`src/rtl/nist_pkg.sv`:
```
package nist_pkg;

   localparam int unsigned WORD_W = 8;

   localparam logic [1:0] LVL_OPEN   = 2'b00;
   localparam logic [1:0] LVL_HIONLY = 2'b01;
   localparam logic [1:0] LVL_MASKED = 2'b10;
   localparam logic [1:0] LVL_BAD    = 2'b11;

   typedef struct packed {
      logic       mbe;
      logic       rbe;
      logic [1:0] lvl;
      logic       cy;
      logic [2:0] sk;
   } stat_word_t;

   function automatic logic lvl_legal(input logic [1:0] v);
      return v != LVL_BAD;
   endfunction

endpackage

```
`src/rtl/nist_arb.sv`:
```
module nist_arb
   import nist_pkg::*;
#(
   parameter int unsigned NUM_SRC = 6,
   parameter int unsigned IDX_W   = (NUM_SRC > 1) ? $clog2(NUM_SRC) : 1
) (
   input  logic               clk,
   input  logic               rst_n,
   input  logic [NUM_SRC-1:0] req_i,
   input  logic [NUM_SRC-1:0] en_i,
   input  logic [NUM_SRC-1:0] hi_i,
   input  logic [1:0]         lvl_i,
   input  logic               allow_i,
   output logic               take_o,
   output logic [IDX_W-1:0]   idx_o
);

   logic [NUM_SRC-1:0] pend_q;
   logic [NUM_SRC-1:0] elig;
   logic [NUM_SRC-1:0] grant;
   logic [NUM_SRC-1:0] lvl_mask;

   always_comb begin
      unique case (lvl_i)
         LVL_OPEN:   lvl_mask = '1;
         LVL_HIONLY: lvl_mask = hi_i;
         default:    lvl_mask = '0;
      endcase
   end

   assign elig = pend_q & en_i & lvl_mask & {NUM_SRC{allow_i}};

   always_comb begin
      grant = '0;
      idx_o = '0;
      for (int k = NUM_SRC - 1; k >= 0; k--) begin
         if (elig[k]) begin
            grant = '0;
            grant[k] = 1'b1;
            idx_o = IDX_W'(k);
         end
      end
   end

   assign take_o = |grant;

   for (genvar g = 0; g < NUM_SRC; g++) begin : g_pend
      always_ff @(posedge clk or negedge rst_n) begin
         if (!rst_n)
            pend_q[g] <= 1'b0;
         else if (req_i[g])
            pend_q[g] <= 1'b1;
         else if (grant[g])
            pend_q[g] <= 1'b0;
      end
   end


   grant_onehot_chk: assert property (@(posedge clk) disable iff (!rst_n)
      $onehot0(grant));


   grant_clears_chk: assert property (@(posedge clk) disable iff (!rst_n)
      (take_o && !req_i[idx_o]) |=> !pend_q[$past(idx_o)]);


   masked_no_take_chk: assert property (@(posedge clk) disable iff (!rst_n)
      (lvl_i == LVL_MASKED) |-> !take_o);

endmodule

```
`src/rtl/nist_lvl.sv`:
```
module nist_lvl
   import nist_pkg::*;
(
   input  logic       clk,
   input  logic       rst_n,
   input  logic       ld_i,
   input  logic [1:0] ld_val_i,
   input  logic       inc_i,
   input  logic       wr_i,
   input  logic [1:0] wr_val_i,
   output logic [1:0] lvl_o
);

   logic [1:0] lvl_q;
   logic [1:0] lvl_d;

   always_comb begin
      lvl_d = lvl_q;
      if (ld_i) begin
         if (lvl_legal(ld_val_i))
            lvl_d = ld_val_i;
      end else if (inc_i) begin
         if (lvl_q != LVL_MASKED)
            lvl_d = lvl_q + 2'd1;
      end else if (wr_i) begin
         if (lvl_legal(wr_val_i))
            lvl_d = wr_val_i;
      end
   end

   always_ff @(posedge clk or negedge rst_n) begin
      if (!rst_n)
         lvl_q <= LVL_OPEN;
      else
         lvl_q <= lvl_d;
   end

   assign lvl_o = lvl_q;


   no_bad_lvl_chk: assert property (@(posedge clk) disable iff (!rst_n)
      lvl_q != LVL_BAD);


   bad_write_kept_chk: assert property (@(posedge clk) disable iff (!rst_n)
      (wr_i && !ld_i && !inc_i && wr_val_i == LVL_BAD) |=> $stable(lvl_q));

endmodule

```
`src/rtl/nist_ctrl.sv`:
```
module nist_ctrl
   import nist_pkg::*;
#(
   parameter int unsigned NUM_SRC = 6,
   parameter int unsigned IDX_W   = (NUM_SRC > 1) ? $clog2(NUM_SRC) : 1
) (
   input  logic                 clk,
   input  logic                 rst_n,
   input  logic [NUM_SRC-1:0]   irq_req_i,
   input  logic [NUM_SRC-1:0]   irq_en_i,
   input  logic [NUM_SRC-1:0]   irq_hi_i,
   input  logic                 mst_en_i,
   input  logic [8*NUM_SRC-1:0] vec_tbl_i,
   input  logic                 cy_i,
   input  logic [2:0]           sk_i,
   input  logic                 ret_i,
   input  logic                 sret_i,
   input  logic                 call_i,
   input  logic [7:0]           ret_word_i,
   input  logic                 sw_wr_i,
   input  logic [1:0]           sw_lvl_i,
   output logic                 ack_o,
   output logic [IDX_W-1:0]     ack_idx_o,
   output logic [1:0]           ist_o,
   output logic                 mbe_o,
   output logic                 rbe_o,
   output logic                 push_o,
   output logic [7:0]           push_word_o,
   output logic                 rest_vld_o,
   output logic                 rest_cy_o,
   output logic [2:0]           rest_sk_o
);

   localparam int unsigned VEC_W = 8 * NUM_SRC;

   if (NUM_SRC < 1 || NUM_SRC > 16) begin : g_bad_num
      $error("nist_ctrl: NUM_SRC must be 1..16");
   end
   if ((1 << IDX_W) < NUM_SRC) begin : g_bad_idx
      $error("nist_ctrl: IDX_W too narrow for NUM_SRC");
   end

   logic             busy;
   logic             take;
   logic [IDX_W-1:0] take_idx;
   logic [1:0]       lvl;
   logic [7:0]       vec_byte;
   logic             mbe_q;
   logic             rbe_q;
   stat_word_t       cur_word;
   stat_word_t       ret_word;

   assign busy     = ret_i | sret_i | call_i;
   assign ret_word = stat_word_t'(ret_word_i);

   nist_arb #(
      .NUM_SRC (NUM_SRC),
      .IDX_W   (IDX_W)
   ) arb_i (
      .clk     (clk),
      .rst_n   (rst_n),
      .req_i   (irq_req_i),
      .en_i    (irq_en_i),
      .hi_i    (irq_hi_i),
      .lvl_i   (lvl),
      .allow_i (mst_en_i & ~busy),
      .take_o  (take),
      .idx_o   (take_idx)
   );

   nist_lvl lvl_i (
      .clk      (clk),
      .rst_n    (rst_n),
      .ld_i     (ret_i),
      .ld_val_i (ret_word.lvl),
      .inc_i    (take),
      .wr_i     (sw_wr_i & ~mst_en_i),
      .wr_val_i (sw_lvl_i),
      .lvl_o    (lvl)
   );

   always_comb begin
      vec_byte = '0;
      for (int k = 0; k < NUM_SRC; k++) begin
         if (take_idx == IDX_W'(k))
            vec_byte = vec_tbl_i[8*k +: 8];
      end
   end

   always_comb begin
      cur_word.mbe = mbe_q;
      cur_word.rbe = rbe_q;
      cur_word.lvl = lvl;
      cur_word.cy  = cy_i;
      cur_word.sk  = sk_i;
   end

   always_ff @(posedge clk or negedge rst_n) begin
      if (!rst_n) begin
         mbe_q <= 1'b0;
         rbe_q <= 1'b0;
      end else if (ret_i || sret_i) begin
         mbe_q <= ret_word.mbe;
         rbe_q <= ret_word.rbe;
      end else if (take) begin
         mbe_q <= vec_byte[7];
         rbe_q <= vec_byte[6];
      end
   end

   always_ff @(posedge clk or negedge rst_n) begin
      if (!rst_n) begin
         ack_o       <= 1'b0;
         ack_idx_o   <= '0;
         push_o      <= 1'b0;
         push_word_o <= '0;
      end else begin
         ack_o  <= take;
         push_o <= take | (call_i & ~ret_i & ~sret_i);
         if (take) begin
            ack_idx_o   <= take_idx;
            push_word_o <= cur_word;
         end else if (call_i && !ret_i && !sret_i) begin
            push_word_o <= {mbe_q, rbe_q, 6'b0};
         end
      end
   end

   always_ff @(posedge clk or negedge rst_n) begin
      if (!rst_n) begin
         rest_vld_o <= 1'b0;
         rest_cy_o  <= 1'b0;
         rest_sk_o  <= '0;
      end else begin
         rest_vld_o <= ret_i;
         if (ret_i) begin
            rest_cy_o <= ret_word.cy;
            rest_sk_o <= ret_word.sk;
         end
      end
   end

   assign ist_o = lvl;
   assign mbe_o = mbe_q;
   assign rbe_o = rbe_q;


   ack_step_chk: assert property (@(posedge clk) disable iff (!rst_n)
      ack_o |-> (ist_o == $past(ist_o) + 2'd1));


   ack_not_masked_chk: assert property (@(posedge clk) disable iff (!rst_n)
      ack_o |-> ($past(ist_o) != LVL_MASKED));


   ack_push_chk: assert property (@(posedge clk) disable iff (!rst_n)
      ack_o |-> push_o);


   busy_no_take_chk: assert property (@(posedge clk) disable iff (!rst_n)
      busy |=> !ack_o);


   sw_locked_chk: assert property (@(posedge clk) disable iff (!rst_n)
      (sw_wr_i && mst_en_i && !ret_i && !take) |=> $stable(ist_o));


   call_keeps_lvl_chk: assert property (@(posedge clk) disable iff (!rst_n)
      (call_i && !ret_i && !take && !sw_wr_i) |=> $stable(ist_o));


   restore_pulse_chk: assert property (@(posedge clk) disable iff (!rst_n)
      ret_i |=> rest_vld_o);

endmodule

```
`config.mk`:
```
export PLATFORM = sky130hd
export DESIGN_NAME = nist_ctrl
export DESIGN_NICKNAME = d
export VERILOG_FILES = /design/src/rtl/nist_pkg.sv /design/src/rtl/nist_arb.sv /design/src/rtl/nist_lvl.sv /design/src/rtl/nist_ctrl.sv
export SDC_FILE = /design/constraint.sdc
export NUM_CORES = 1
export LEC_CHECK = 0
export BUFFER_PORTS_ARGS = -buffer_cell sky130_fd_sc_hd__buf_2
export CAP_MARGIN = 20
export CORE_MARGIN = 2
export CORE_UTILIZATION = 42
export CTS_BUF_LIST = sky130_fd_sc_hd__clkbuf_4 sky130_fd_sc_hd__clkbuf_8
export DETAILED_ROUTE_END_ITERATION = 8
export PLACE_DENSITY = 0.79
export SLEW_MARGIN = 25
export SYNTH_ARGS = -nofsm -noshare
export SYNTH_HDL_FRONTEND = slang
export SYNTH_SLANG_ARGS = --single-unit
```
`constraint.sdc`:
```
create_clock -name clk -period 2.5 [get_ports clk]
set_input_delay 0.125 -clock clk [delete_from_list [all_inputs] [get_ports clk]]
set_output_delay 0.125 -clock clk [all_outputs]
set_load 0.03 [all_outputs]
```
==> summary.md, run 1 <==
| Metric | Value |
|---|---|
| Status | complete, no violations |
| Max_slew headroom | 0.5891 |
| Initial antenna violation count | 0 |
| Post-synth EDFFs | 0 |
| Area growth syn-to-layout | 41.66% |
| Pint | 0.8570 mW |
| Library cells used by synthesis | 39 |
| Post-CTS setup repair buffer count | 0 |
| Worst-Margin Slew | 0.6164 ns |
| Fraction of registers with async set/reset | 1.000 |
| MaxCap Viol Count | 0 |
| Post-synth top area cell | dfrtp_1 |
| Gpl congestion | 0.8492 |
| Worst Path Buf+Inv | 1 |
| Largest net degree at the start of global routing | 29 |
| Total congestion overflow | 0 |
| Cts bufs inserted | 3 |
| Most frequent cells after synthesis | 28 x dfrtp_1, 20 x nand2_1, 10 x nor2_1, 7 x a22o_1 |
| Vias | 1,449 |
| # DRC | 0 |
| Total negative slack | 0 ns |
| Setup crit end | push_word_o[7] |
| Ant diodes | 0 |
| Final Slew Violations | 0 |
| Layout cells sized above 1 | 0.4120 |
| Filler Cell Count | 310 |
| CP Capture Type | flip-flop |
| Chip width | 63.62 µm |
| Reg2reg end | push_word_o[7] |
| ANT nets after route | 0 |
| Initial DRC Count | 49 |
| Critical Path RT | 2.73 ns |
| Crit Reg-Reg Startpoint | lvl_i.lvl_o[0] |
| Syn Area/Cell | 10.51 µm² |
| Worst min path class | in2reg |
| Max stage delay cell, worst path | dfrtp_1 |
| Clock Path Buffers | 2 |
| CTS tree | yes |
| Mapped Area | 0.001493 mm² |
| WHS | 0.009567 ns |
| Share of the yosys chip area belonging to registers | 0.4694 |
| Clock Skew | 0.006040 ns |
| CP Depth | 8 |
| R2R setup slack | 0.14 ns |
| Peak VDD IR | 462.9 µV |
| Leak | 1.001 nW |
| Pwr Density | 629.7 mW/mm² |
| Cts repair resizes | 0 |
| XOR/XNOR Fraction of Synth Area | 0 |
| WL final | 3791 µm |
| Number of buffers added on ports | 72 |
| Largest family of logic cells by synthesized area | compound AO/OA/AOI/OAI gates |
| Nets | 324 |
| Delay-heaviest family, CP | compound AO/OA/AOI/OAI gates |
| Clock sinks | 28 |
| Rows | 21 |
| Synth top area share | 0.4694 |
| Seq cells post-synth | 28 |
| Main flop type after synthesis | dfrtp_1 |
| Root buffer cell | clkbuf_4 |
| Cells after Synth | 142 |
| Ports | 109 |
| Switching share of power | 0.3564 |
| Most common cell in the netlist | dfrtp_1 |
| Routed wire per std cell | 13.59 µm |
| Clock power share | 0.220 |
| Post-Synth Simple-Gate Area | 0.1576 |
| Core Area | 0.003363 mm² |
| First-pass GRT wire length | 6334 µm |
| CP Launch Type | flip-flop |
| FF-to-FF path depth | 8 |
| Setup CP Type | reg2reg |
| Initial Util | 0.4438 |
| Die height | 63.62 µm |
| Worst EP arrival | 2.59 ns |
| CP peak stage delay | 0.46 ns |
| Crit path max fanout | 9 |
| Ys Warns | 0 |
| Clock transition at path regs | 0.15 ns |
| Clock latency on the worst-skew pair | 0.33 ns |
| Total chip power | 1.331 mW |
| CP Launch Point | lvl_i.lvl_o[0] |
| Setup-failing EPs final | 0 |
| Post-Syn Nets | 232 |
| Iteration count of the initial detailed-routing pass | 4 |
| HPWL Detailed | 2779 µm |
| Fin crit share | 0.9430 |
| Full die area | 0.004047 mm² |
| H-tree level count | 1 |
| Net Sw Power | 0.4745 mW |
| Post-synthesis mux area share | 0.04526 |
| Hold Vio Cnt, Final | 0 |
| CP Cell Sequence | inv_1 > ha_1 > a21oi_2 > o22ai_2 > nor2_1 > o21bai_2 > a21oi_4 > mux2_1 |
| Area contributors post-synth | dfrtp_1 47%, nand2_1 5.0%, mux2_1 4.5% |
| Post-synthesis compound-gate area fraction | 0.2858 |
| Gate power share | 0.370 |
| Tmin final | 2.358 ns |
| Vias in the first global route | 1,491 |
| RSZ-0062 raised after global routing | no |
| Global-route usage over all layers | 0.1997 |
| Routed vias/inst | 5.194 |
| Peak Freq | 0.4242 GHz |
| Synth Area in Adders | 0.02515 |
| Part of the power in registers | 0.410 |
-- logic make-up after synthesis --
family | Yosys count
buffers and inverters | 6
DFF | 28
AOI/OAI and AO/OA | 52
adders and majority gates | 3
and+or+nand+nor | 47
muxes | 6
-- repair_timing --
action,in CTS,in global routing
hold buffers,13,1
hold endpoints to repair,40,1
endpoints found under the setup margin,0,0
-- state kept, by name, indices dropped and copies added (netlist names) --
name,cells
ack_idx_o,3
rest_cy_o,1
rest_sk_o,3
push_o,1
rest_vld_o,1
rbe_o,1
mbe_o,1
ack_o,1
arb_i.pend_q,6
push_word_o,8
lvl_i.lvl_o,2
-- power groups by stage --
stage	Sequential [mW]	Clock, mW	Combinational, mW
global route	0.556	0.323	0.534
CTS	0.546	0.302	0.492
detailed placement	0.555	0	0.476
floorplan	0.673	0	0.197
global placement	0.554	0	0.470
finish	0.547	0.293	0.492
-- placed cells by master, fill, tap and decap left out, drive strengths merged, types with 2 or more instances in the layout --
master,instances
mux2,6
o21ai,7
o22ai,2
a21o,6
o211ai,2
a31oi,3
or2,2
a21oi,12
dfrtp,28
nand3,5
clkbuf,3
inv,5
nand3b,3
nand2,20
ha,3
o31ai,3
a2bb2oi,2
buf,74
a22o,7
nor2,12
dlygate4sd3,14
-- final cells by class --
cell class | instances | area, µm² | share of cell area
clock inverter | 1 | 30.03 | 0.01420
sequential | 28 | 700.7 | 0.3314
tap | 46 | 57.56 | 0.02722
timing repair buffer | 88 | 515.5 | 0.2438
inverter | 5 | 21.27 | 0.01006
multi-input combinational | 108 | 767.0 | 0.3627
clock buffer | 3 | 22.52 | 0.01065
-- worst min path at each step --
stage	start	endpoint	cells past startpoint
2_1_floorplan	rst_n	ack_idx_o[0]	0
3_3_place_gp	rst_n	arb_i.pend_q[5]	1
3_5_place_dp	rst_n	arb_i.pend_q[5]	1
4_1_cts	sk_i[0]	push_word_o[0]	2
5_1_grt	cy_i	push_word_o[3]	2
6_report	cy_i	push_word_o[3]	2
-- routing by layer --
| metal | share of wire | track usage | vias to the layer above |
|---|---|---|---|
| li1 | - | - | 710 |
| met1 | 0.42 | 0.2253 | 694 |
| met2 | 0.52 | 0.3618 | 35 |
| met3 | 0.035 | 0.03750 | 10 |
| met4 | 0.029 | 0.08967 | 0 |
| met5 | 0 | 0 | - |
-- metrics by stage --
step	instance area, µm²	utilization	std cells	setup WS [ns]
after global routing	2115	0.6287	279	0.003716
after global placement	1922	0.5714	261	0.1858
after floorplan	1493	-	142	0.2235
final	2115	0.6287	279	0.1424
after detailed placement	1922	0.5714	261	0.1595
after CTS	2105	0.6257	278	0.1258
-- worst reg2reg max path: cells and delay by family, from the launching register on --
| kind | cells | cell delay, ns |
|---|---|---|
| and+or+nand+nor | 1 | 0.24 |
| DFF | 1 | 0.46 |
| buffers and inverters | 1 | 0.11 |
| AOI/OAI and AO/OA | 4 | 0.77 |
| adders and majority gates | 1 | 0.33 |
| muxes | 1 | 0.35 |
Note: power is estimated with default switching activity, not from simulation.
==> run 2, diff against run 1 <==
- CORE_ASPECT_RATIO: unset -> 1.1
- CORE_UTILIZATION: 42 -> 33
- PLACE_DENSITY: 0.79 -> 0.63
==> run 2 against run 1 <==
Against the previous run: sequential power is essentially flat; total power up 3.9%; sequential cell count did not move; setup slack improved by 0.063 ns; first-iteration DRC count unchanged; cell area fell by 4.1%; critical endpoint is now push_word_o[6]; highest routed layer unchanged.
==> summary.md, run 2 (same netlist as run 1, synthesis figures left out) <==
| Metric | Value |
|---|---|
| Peak Freq | 0.4359 GHz (was 0.4242 GHz) |
| Worst EP arrival | 2.45 ns (was 2.59 ns) |
| Final Instance Count excl. Fillers | 276 (was 279) |
| Initial DRC Count | 49 (unchanged) |
| Cts bufs inserted | 3 (unchanged) |
| Placed Cells | 271 (was 261) |
| Critical Path RT | 2.66 ns (was 2.73 ns) |
| WL final | 3803 µm (was 3791 µm) |
| Vias in the first global route | 1,368 (was 1,491) |
| Largest net degree at the start of global routing | 29 (unchanged) |
| Clock transition at path regs | 0.10 ns (was 0.15 ns) |
| Number of flip-flops in the largest register | 8 (unchanged) |
| Biggest registers after layout | push_word_o: 8 flops, arb_i.pend_q: 6 flops (unchanged) |
| Iteration count of the initial detailed-routing pass | 4 (unchanged) |
| FF-to-FF path depth | 8 (unchanged) |
| Initial antenna violation count | 0 (unchanged) |
| Worst min path class | in2reg (unchanged) |
| Clock Skew | 0.008804 ns (was 0.006040 ns) |
| WHS | 0.02667 ns (was 0.009567 ns) |
| Pwr Density | 682.0 mW/mm² (was 629.7 mW/mm²) |
| CP Capture Type | flip-flop (unchanged) |
| ANT nets after route | 0 (unchanged) |
| HPWL Detailed | 3047 µm (was 2779 µm) |
| Tmin final | 2.294 ns (was 2.358 ns) |
| CP Launch Type | flip-flop (unchanged) |
| Ports | 109 (unchanged) |
| MaxCap Viol Count | 0 (unchanged) |
| First-pass GRT wire length | 5982 µm (was 6334 µm) |
| Root buffer cell | clkbuf_8 (was clkbuf_4) |
| Total congestion overflow | 0 (unchanged) |
| Vias | 1,377 (was 1,449) |
| Max_slew headroom | 0.5904 (was 0.5891) |
| R2R setup slack | 0.21 ns (was 0.14 ns) |
| Clock Path Buffers | 2 (unchanged) |
| Clock sinks | 28 (unchanged) |
| Clock latency on the worst-skew pair | 0.27 ns (was 0.33 ns) |
| Core Area | 0.004317 mm² (was 0.003363 mm²) |
| Setup CP Type | reg2reg (unchanged) |
| Area growth syn-to-layout | 35.88% (was 41.66%) |
| Post-CTS setup repair buffer count | 0 (unchanged) |
| Setup-failing EPs final | 0 (unchanged) |
| Reg2reg end | push_word_o[6] (was push_word_o[7]) |
| Crit path max fanout | 6 (was 9) |
| Status | complete, no violations (unchanged) |
| Hold path endpoint | arb_i.pend_q[2] (was push_word_o[3]) |
| Gpl congestion | 0.8515 (was 0.8492) |
| Initial Util | 0.3458 (was 0.4438) |
| Worst Hold Path Cells | 2 (unchanged) |
| Fin crit share | 0.9177 (was 0.9430) |
| Ant diodes | 0 (unchanged) |
| Routed vias/inst | 4.989 (was 5.194) |
| Leak | 0.9630 nW (was 1.001 nW) |
| Largest Register | push_word_o (unchanged) |
| Die height | 74.54 µm (was 63.62 µm) |
| H-tree level count | 1 (unchanged) |
| Crit Reg-Reg Startpoint | lvl_i.lvl_o[0] (unchanged) |
| Commonest non-fill, non-tap cell in the layout | buf_2 (unchanged) |
| # DRC | 0 (unchanged) |
| Layout cells sized above 1 | 0.4414 (was 0.4120) |
| CTS tree | yes (unchanged) |
| Final core occ | 0.4699 (was 0.6287) |
| Commonest cells after routing, fill and taps aside | 72 x buf_2, 28 x dfrtp_1, 20 x nand2_1, 10 x nor2_1, 7 x a22o_1 (was 72 x buf_2, 28 x dfrtp_1, 20 x nand2_1, 14 x dlygate4sd3_1, 10 x nor2_1) |
| Final instance area | 0.002028 mm² (was 0.002115 mm²) |
| Global-route usage over all layers | 0.1541 (was 0.1997) |
| Routed wire per std cell | 13.78 µm (was 13.59 µm) |
| DP Area | 0.001947 mm² (was 0.001922 mm²) |
| Chip width | 68.13 µm (was 63.62 µm) |
| Number of buffers added on ports | 72 (unchanged) |
| HP Start | irq_req_i[2] (was cy_i) |
| Worst-Margin Slew | 0.6144 ns (was 0.6164 ns) |
| RSZ-0062 raised after global routing | no (unchanged) |
| Full die area | 0.005078 mm² (was 0.004047 mm²) |
| Total negative slack | 0 ns (unchanged) |
| Rows | 25 (was 21) |
| Peak VDD IR | 295.4 µV (was 462.9 µV) |
| Final Slew Violations | 0 (unchanged) |
| Hold Vio Cnt, Final | 0 (unchanged) |
| Nets | 313 (was 324) |
-- run 2: per-stage QoR --
step / total power [mW] / setup slack (ns)
after CTS: 1.400 / 0.1883
after global routing: 1.467 / 0.06561
after floorplan: 0.8704 / 0.2235
final: 1.383 / 0.2058
after detailed placement: 1.037 / 0.2278
after global placement: 1.033 / 0.2697
-- run 2: worst max path at each step --
stage	startpoint	to	slack [ns]	cells after the start
final	lvl_i.lvl_o[0]	push_word_o[6]	0.21	8
after global routing	lvl_i.lvl_o[0]	push_word_o[6]	0.07	8
after CTS	lvl_i.lvl_o[0]	push_word_o[6]	0.19	8
after detailed placement	lvl_i.lvl_o[0]	push_word_o[6]	0.23	8
after global placement	lvl_i.lvl_o[0]	push_word_o[7]	0.27	8
after floorplan	lvl_i.lvl_o[0]	push_word_o[6]	0.22	8
-- run 2: power breakdown --
| part | internal (mW) | leakage [nW] | switching (mW) |
|---|---|---|---|
| Clock | 0.214 | 0.0357 | 0.143 |
| Sequential | 0.512 | 0.328 | 0.0344 |
| Combinational | 0.172 | 0.599 | 0.308 |
-- run 2: area by class of cell --
type                       instances  area, µm²
clock buffer                       3      41.29
clock inverter                     1      30.03
fill                             416       2288
inverter                           5      21.27
multi-input combinational        108      767.0
sequential                        28      700.7
tap                               54      67.56
timing repair buffer              77      400.4
-- run 2: metal layers --
metal  up-vias  part of all wire  track usage
li1        688                 -            -
met3         4             0.042      0.02118
met2        31              0.52       0.2729
met1       654              0.42       0.1939
met4         0             0.016      0.04444
met5         -                 0            0
-- run 2: critical path, cell delays in order, from the launching register on --
cell	delay, ns
dfrtp_1	0.44
inv_1	0.11
ha_1	0.34
a21oi_2	0.21
o22ai_2	0.14
nor2_1	0.27
o21bai_2	0.11
a21oi_4	0.22
mux2_1	0.34
-- run 2: timing repair --
action,4_1_cts,5_1_grt
resized for setup,0,0
hold buffers,1,0
endpoints found under the hold margin,28,0
